`src/rtl/mac_pkg.sv`:
```
package mac_pkg;
  localparam int unsigned XW    = 32;
  localparam int unsigned IDX_W = 4;

  typedef enum logic [2:0] {
    OP_MUL   = 3'b000,
    OP_MLA   = 3'b001,
    OP_UMAAL = 3'b010,
    OP_MLS   = 3'b011,
    OP_UMULL = 3'b100,
    OP_UMLAL = 3'b101,
    OP_SMULL = 3'b110,
    OP_SMLAL = 3'b111
  } mac_op_e;

  typedef struct packed {
    logic             legal;
    mac_op_e          op;
    logic             setf;
    logic             is_long;
    logic             is_signed;
    logic [IDX_W-1:0] hi_idx;
    logic [IDX_W-1:0] lo_idx;
  } mac_dec_t;
endpackage

```
`src/rtl/mac_decode.sv`:
```
module mac_decode
  import mac_pkg::*;
#(
  parameter bit HAS_MLS   = 1'b1,
  parameter bit HAS_UMAAL = 1'b1
) (
  input  logic [XW-1:0] instr,
  output mac_dec_t      dec
);
  logic in_group;
  logic unused_fields;

  assign unused_fields = ^{instr[31:28], instr[11:8], instr[3:0]};
  assign in_group      = (instr[27:24] == 4'b0000) && (instr[7:4] == 4'b1001);

  always_comb begin
    dec.op        = mac_op_e'(instr[23:21]);
    dec.setf      = instr[20];
    dec.hi_idx    = instr[19:16];
    dec.lo_idx    = instr[15:12];
    dec.is_long   = instr[23] | (dec.op == OP_UMAAL);
    dec.is_signed = instr[23] & instr[22];
    dec.legal     = in_group;
    if ((dec.op == OP_MUL) && (dec.lo_idx != '0))              dec.legal = 1'b0;
    if (((dec.op == OP_UMAAL) || (dec.op == OP_MLS)) && dec.setf) dec.legal = 1'b0;
    if ((dec.op == OP_MLS) && !HAS_MLS)                         dec.legal = 1'b0;
    if ((dec.op == OP_UMAAL) && !HAS_UMAAL)                     dec.legal = 1'b0;
  end
endmodule

```
`src/rtl/mac_datapath.sv`:
```
module mac_datapath
  import mac_pkg::*;
(
  input  mac_dec_t      dec,
  input  logic [XW-1:0] rd_val,
  input  logic [XW-1:0] ra_val,
  input  logic [XW-1:0] rm_val,
  input  logic [XW-1:0] rn_val,
  output logic [XW-1:0] res_lo,
  output logic [XW-1:0] res_hi
);
  localparam int unsigned DW = 2 * XW;

  logic signed [XW:0]     opa_x;
  logic signed [XW:0]     opb_x;
  logic signed [DW+1:0]   prod_full;
  logic        [DW-1:0]   prod;
  logic        [DW-1:0]   acc;
  logic        [DW-1:0]   sum;
  logic                   unused_prod;

  // one shared 33x33 signed multiplier; the extra bit selects the extension
  assign opa_x       = $signed({dec.is_signed & rm_val[XW-1], rm_val});
  assign opb_x       = $signed({dec.is_signed & rn_val[XW-1], rn_val});
  assign prod_full   = opa_x * opb_x;
  assign prod        = prod_full[DW-1:0];
  assign unused_prod = ^prod_full[DW+1:DW];

  always_comb begin
    unique case (dec.op)
      OP_MLA:             acc = {{XW{1'b0}}, ra_val};
      OP_UMLAL, OP_SMLAL: acc = {rd_val, ra_val};
      OP_UMAAL:           acc = {{XW{1'b0}}, ra_val} + {{XW{1'b0}}, rd_val};
      default:            acc = '0;
    endcase
  end

  assign sum = prod + acc;

  always_comb begin
    res_hi = sum[DW-1:XW];
    if (dec.op == OP_MLS) res_lo = ra_val - prod[XW-1:0];
    else                  res_lo = sum[XW-1:0];
  end
endmodule

```
`src/rtl/mac_writeback.sv`:
```
module mac_writeback
  import mac_pkg::*;
(
  input  mac_dec_t         dec,
  input  logic [XW-1:0]    res_lo,
  input  logic [XW-1:0]    res_hi,
  output logic             wb0_en,
  output logic [IDX_W-1:0] wb0_idx,
  output logic [XW-1:0]    wb0_data,
  output logic             wb1_en,
  output logic [IDX_W-1:0] wb1_idx,
  output logic [XW-1:0]    wb1_data,
  output logic             nz_we,
  output logic             n_val,
  output logic             z_val
);
  always_comb begin
    wb0_en   = dec.legal;
    wb0_data = res_lo;
    wb1_en   = dec.legal & dec.is_long;
    wb1_idx  = dec.is_long ? dec.hi_idx : '0;
    wb1_data = dec.is_long ? res_hi : '0;
    wb0_idx  = dec.is_long ? dec.lo_idx : dec.hi_idx;
    nz_we    = dec.legal & dec.setf;
    if (dec.is_long) begin
      n_val = res_hi[XW-1];
      z_val = ({res_hi, res_lo} == '0);
    end else begin
      n_val = res_lo[XW-1];
      z_val = (res_lo == '0);
    end
  end
endmodule

```
`src/rtl/mac_unit.sv`:
```
module mac_unit
  import mac_pkg::*;
#(
  parameter bit HAS_MLS   = 1'b1,
  parameter bit HAS_UMAAL = 1'b1
) (
  input  logic        clk,
  input  logic        rst_n,
  input  logic        in_valid,
  input  logic [31:0] instr,
  input  logic [31:0] rd_val,
  input  logic [31:0] ra_val,
  input  logic [31:0] rm_val,
  input  logic [31:0] rn_val,
  output logic        out_valid,
  output logic        illegal,
  output logic        wp0_en,
  output logic [3:0]  wp0_idx,
  output logic [31:0] wp0_data,
  output logic        wp1_en,
  output logic [3:0]  wp1_idx,
  output logic [31:0] wp1_data,
  output logic        flag_nz_we,
  output logic        flag_n,
  output logic        flag_z,
  output logic        flag_cv_we
);
  mac_dec_t         dec;
  logic [XW-1:0]    res_lo, res_hi;
  logic             c_wb0_en, c_wb1_en, c_nz_we, c_n, c_z;
  logic [IDX_W-1:0] c_wb0_idx, c_wb1_idx;
  logic [XW-1:0]    c_wb0_data, c_wb1_data;

  logic             nxt_vld, nxt_ill, nxt_e0, nxt_e1, nxt_nzwe, nxt_n, nxt_z;
  logic [IDX_W-1:0] nxt_i0, nxt_i1;
  logic [XW-1:0]    nxt_d0, nxt_d1;

  mac_decode #(.HAS_MLS(HAS_MLS), .HAS_UMAAL(HAS_UMAAL)) u_dec (
    .instr (instr),
    .dec   (dec)
  );

  mac_datapath u_dp (
    .dec    (dec),
    .rd_val (rd_val),
    .ra_val (ra_val),
    .rm_val (rm_val),
    .rn_val (rn_val),
    .res_lo (res_lo),
    .res_hi (res_hi)
  );

  mac_writeback u_wb (
    .dec      (dec),
    .res_lo   (res_lo),
    .res_hi   (res_hi),
    .wb0_en   (c_wb0_en),
    .wb0_idx  (c_wb0_idx),
    .wb0_data (c_wb0_data),
    .wb1_en   (c_wb1_en),
    .wb1_idx  (c_wb1_idx),
    .wb1_data (c_wb1_data),
    .nz_we    (c_nz_we),
    .n_val    (c_n),
    .z_val    (c_z)
  );

  // next state: enables follow in_valid, data and indices hold while idle
  always_comb begin
    nxt_vld  = in_valid;
    nxt_ill  = in_valid & ~dec.legal;
    nxt_e0   = in_valid & c_wb0_en;
    nxt_e1   = in_valid & c_wb1_en;
    nxt_nzwe = in_valid & c_nz_we;
    nxt_i0   = wp0_idx;
    nxt_i1   = wp1_idx;
    nxt_d0   = wp0_data;
    nxt_d1   = wp1_data;
    nxt_n    = flag_n;
    nxt_z    = flag_z;
    if (in_valid) begin
      nxt_i0 = c_wb0_idx;
      nxt_i1 = c_wb1_idx;
      nxt_d0 = c_wb0_data;
      nxt_d1 = c_wb1_data;
      nxt_n  = c_n;
      nxt_z  = c_z;
    end
  end

  always_ff @(posedge clk or negedge rst_n) begin
    if (!rst_n) begin
      out_valid  <= 1'b0;
      illegal    <= 1'b0;
      wp0_en     <= 1'b0;
      wp1_en     <= 1'b0;
      flag_nz_we <= 1'b0;
      wp0_idx    <= '0;
      wp1_idx    <= '0;
      wp0_data   <= '0;
      wp1_data   <= '0;
      flag_n     <= 1'b0;
      flag_z     <= 1'b0;
    end else begin
      out_valid  <= nxt_vld;
      illegal    <= nxt_ill;
      wp0_en     <= nxt_e0;
      wp1_en     <= nxt_e1;
      flag_nz_we <= nxt_nzwe;
      wp0_idx    <= nxt_i0;
      wp1_idx    <= nxt_i1;
      wp0_data   <= nxt_d0;
      wp1_data   <= nxt_d1;
      flag_n     <= nxt_n;
      flag_z     <= nxt_z;
    end
  end

  assign flag_cv_we = 1'b0;
endmodule

```
`config.mk`:
```
export PLATFORM = sky130hd
export DESIGN_NAME = mac_unit
export DESIGN_NICKNAME = d
export VERILOG_FILES = /design/src/rtl/mac_pkg.sv /design/src/rtl/mac_decode.sv /design/src/rtl/mac_datapath.sv /design/src/rtl/mac_writeback.sv /design/src/rtl/mac_unit.sv
export SDC_FILE = /design/constraint.sdc
export NUM_CORES = 2
export LEC_CHECK = 0
export ABC_AREA = 0
export BUFFER_PORTS_ARGS = -buffer_cell sky130_fd_sc_hd__buf_2
export CORE_UTILIZATION = 50
export DETAILED_ROUTE_END_ITERATION = 16
export PLACE_DENSITY_LB_ADDON = 0.2
export SLEW_MARGIN = 40
export SYNTH_ARGS = -nofsm -noshare
export SYNTH_HDL_FRONTEND = slang
export SYNTH_SLANG_ARGS = --single-unit
```
`constraint.sdc`:
```
create_clock -name clk -period 0.9 [get_ports clk]
set_clock_uncertainty 0.05 [all_clocks]
set_input_delay 0.27 -clock clk [delete_from_list [all_inputs] [get_ports clk]]
set_output_delay 0.27 -clock clk [all_outputs]
set_load 0.02 [all_outputs]
```
==> run_results.csv <==
group,metric,value,unit
clock_network,clock_sink_count,79,
yosys,synth.largest_area_cell,"fa_1",
floorplanning,coreArea,96710,um^2
finish,syn_to_final_growth,37.19,%
yosys,yosys-top-cells-area,"fa_1 46%, inv_1 9.4%, ha_1 8.7%, nand2_1 7.0%, dfrtp_1 4.1%",
clock_network,clkTransAtPathRegs,0.06,ns
clock_network,cts_buffers,9,
critical_path,end_kind,"register",
timing,min_period,10.02,ns
routing,drt-initial-drc-count,2963,
grt,grt_max_degree,50,
timing,worst_pin_slew,0.6609,ns
clock_network,clock_latency,0.36,ns
timing,finalHoldViolCount,0,
timing,slew_headroom,55.89,%
critical_path,cp_max_fo,6,
yosys,synth_ff_type,"dfrtp_1",
yosys,syn_avg_cell_area,8.649,um^2
grt,grt_pass1_wl,258400,um
critical_path,crit_top_cell,"fa_1",
finish,drive_gt1_share,31.89,%
clock_network,cts_root_buffer,"clkbuf_16",
place,post-dp-hpwl,136400,um
critical_path,cpMaxStageDelayCell,"fa_1",
yosys,synth_top_area_share,46.27,%
yosys,synth_most_common_cell,"inv_1",
yosys,ys_ff_latch,79,
clock_network,htreeDepth,3,
clock_network,clk_path_buf_depth,2,
timing,slew_violations,0,
yosys,ys_types,84,
place,gp_congestion,0.9678,
routing,viasPerCell,5.391,
yosys,synth_nets,7273,
floorplanning,ioPinCount,243,
worst_hold_path,min_path_type,"primary input to register",
critical_path,cp.arrival,10.23,ns
yosys,synth_area,48810,um^2
floorplanning,std_cell_rows,114,
yosys,seq_area_frac_synth,4.050,%
finish,stdcell_count,8172,
flow_run,cap_violations,0,
routing,ant_nets,0,
yosys,ys_warn_count,0,
grt,antenna_found_initial,2,
timing,holdWs,0.1437,ns
critical_path,critical_path_required,1.11,ns
timing,setup_viol,157,
critical_path,max_stage_delay,0.59,ns
yosys,synth_edf_count,0,
floorplanning,start_util,50.47,%
floorplanning,die-area,98870,um^2
routing,vias,44060,
place,io_buffers,229,
critical_path,path_class,"primary input to register",
routing,wl,162900,um
timing,fmax,0.09981,GHz
routing,dr.pass1.iters,5,
grt,grt_usage,33.53,%
outcome,status,"finished with violations",
outcome,violations,"negative setup slack",
place,placedCellCount,8002,
finish,nNetsFinal,8520,
yosys,synth_top_cells_by_count,"1223 x inv_1, 1128 x fa_1, 911 x nand2_1",
timing,grt_setup_unrepaired,"true",
routing,drc,0,
yosys,async_flop_share,100.0,%
timing,postLayoutSetupSlackWorst,-9.119,ns
floorplanning,die_h,314.4,um
yosys,syn_inst,5643,
grt,grt_overflow,0,
routing,avgRoutedWirePerCell,19.93,um
grt,first_global_vias,47080,
floorplanning,die_w,314.4,um
critical_path,startpoint_type,"primary input",
clock_network,cts_tree,"yes",
timing,finalCritPeriodShare,1113,%
repair_timing:
action	4_1_cts	5_1_grt
endpoints found under the setup margin	157	157
pin swaps	316	171
gates resized for setup	793	268
hold buffers	1	0
cloned	5	4
setup buffers	123	51
endpoints found under the hold margin	79	0
metal layers:
metal | track usage [%] | up-vias | wire, um
met5 | 0 | - | 0
met4 | 9.819 | 0 | 5865
met3 | 4.262 | 290 | 11390
met2 | 54.72 | 1625 | 77610
met1 | 46.89 | 22450 | 68030
li1 | - | 19690 | -
path summary, 6_finish.rpt:
check / startpoint / end / slack (ns) / cells past startpoint
max: rm_val[18] / flag_z / -9.12 / 41
max in group asynchronous: rst_n / wp1_data[0] / 0.14 / 3
min reg2reg: wp0_data[5] / wp0_data[5] / 0.46 / 1
max reg2reg: flag_n / flag_n / -0.07 / 2
min in group asynchronous: rst_n / wp0_data[19] / 0.25 / 2
min: instr[19] / wp1_idx[3] / 0.14 / 3
layout by cell type (no fill, tap or decap), types with 64 or more instances in the layout:
cell / instances
buf_4: 1102
a21oi_1: 131
nand2_1: 866
inv_1: 1171
buf_2: 100
xnor2_1: 81
dfrtp_1: 78
a21o_1: 80
ha_4: 88
a21oi_2: 64
ha_1: 244
nor2_1: 138
fa_1: 1095
buf_6: 225
and2_1: 269
critical path: cells and delay by family:
kind | cells | cell delay, ns
compound gates | 7 | 1.52
xor+xnor | 2 | 0.44
fa+ha+maj | 10 | 4.73
buf+inv | 13 | 1.42
simple gates | 9 | 1.85
logic make-up (layout without fill, tap and decap cells):
group / Yosys count / count (layout) / share of synthesized area, %
AO/OA/AOI/OAI: 715 / 715 / 9.629
adder cells (fa/ha/maj): 1467 / 1467 / 54.96
AND/OR/NAND/NOR: 1681 / 1681 / 16.04
flip-flops: 79 / 79 / 4.050
buffers and inverters: 1494 / 2746 / 11.52
other: 1 / 2 / 0.007683
multiplexers: 26 / 26 / 0.5614
XOR/XNOR: 180 / 180 / 3.230
final cells by class:
cell class	instances	area, um^2
multi-input cells	4070	45610
flip-flops and latches	79	1978
inverters	1224	4601
clock buffers	10	229.0
fillers	7419	29750
diodes	1	2.502
well taps	1276	1597
repair buffers	1506	12850
clock inverters	6	91.34
state kept, by name (all words and copies together), names as in the netlist:
| register | count |
|---|---|
| wp0_data | 32 |
| wp1_data | 32 |
| wp0_idx | 4 |
| wp1_en | 1 |
| wp0_en | 1 |
| flag_z | 1 |
| flag_nz_we | 1 |
| wp1_idx | 4 |
| flag_n | 1 |
| illegal | 1 |
| out_valid | 1 |
per-stage QoR:
step                TNS, ns  util (%)  setup WS, ns  area (um^2)
finish              -495.52     69.24        -9.119        66960
global route        -511.83     69.24        -9.415        66960
CTS                 -488.23     67.42        -8.914        65200
detailed placement  -515.04     62.60        -9.721        60540
global placement    -510.18     62.60        -9.584        60540
floorplan           -431.19         -        -8.861        50460
Power is not shown: default switching activity piles up to over one toggle a cycle in this logic, so the estimate is an artifact.
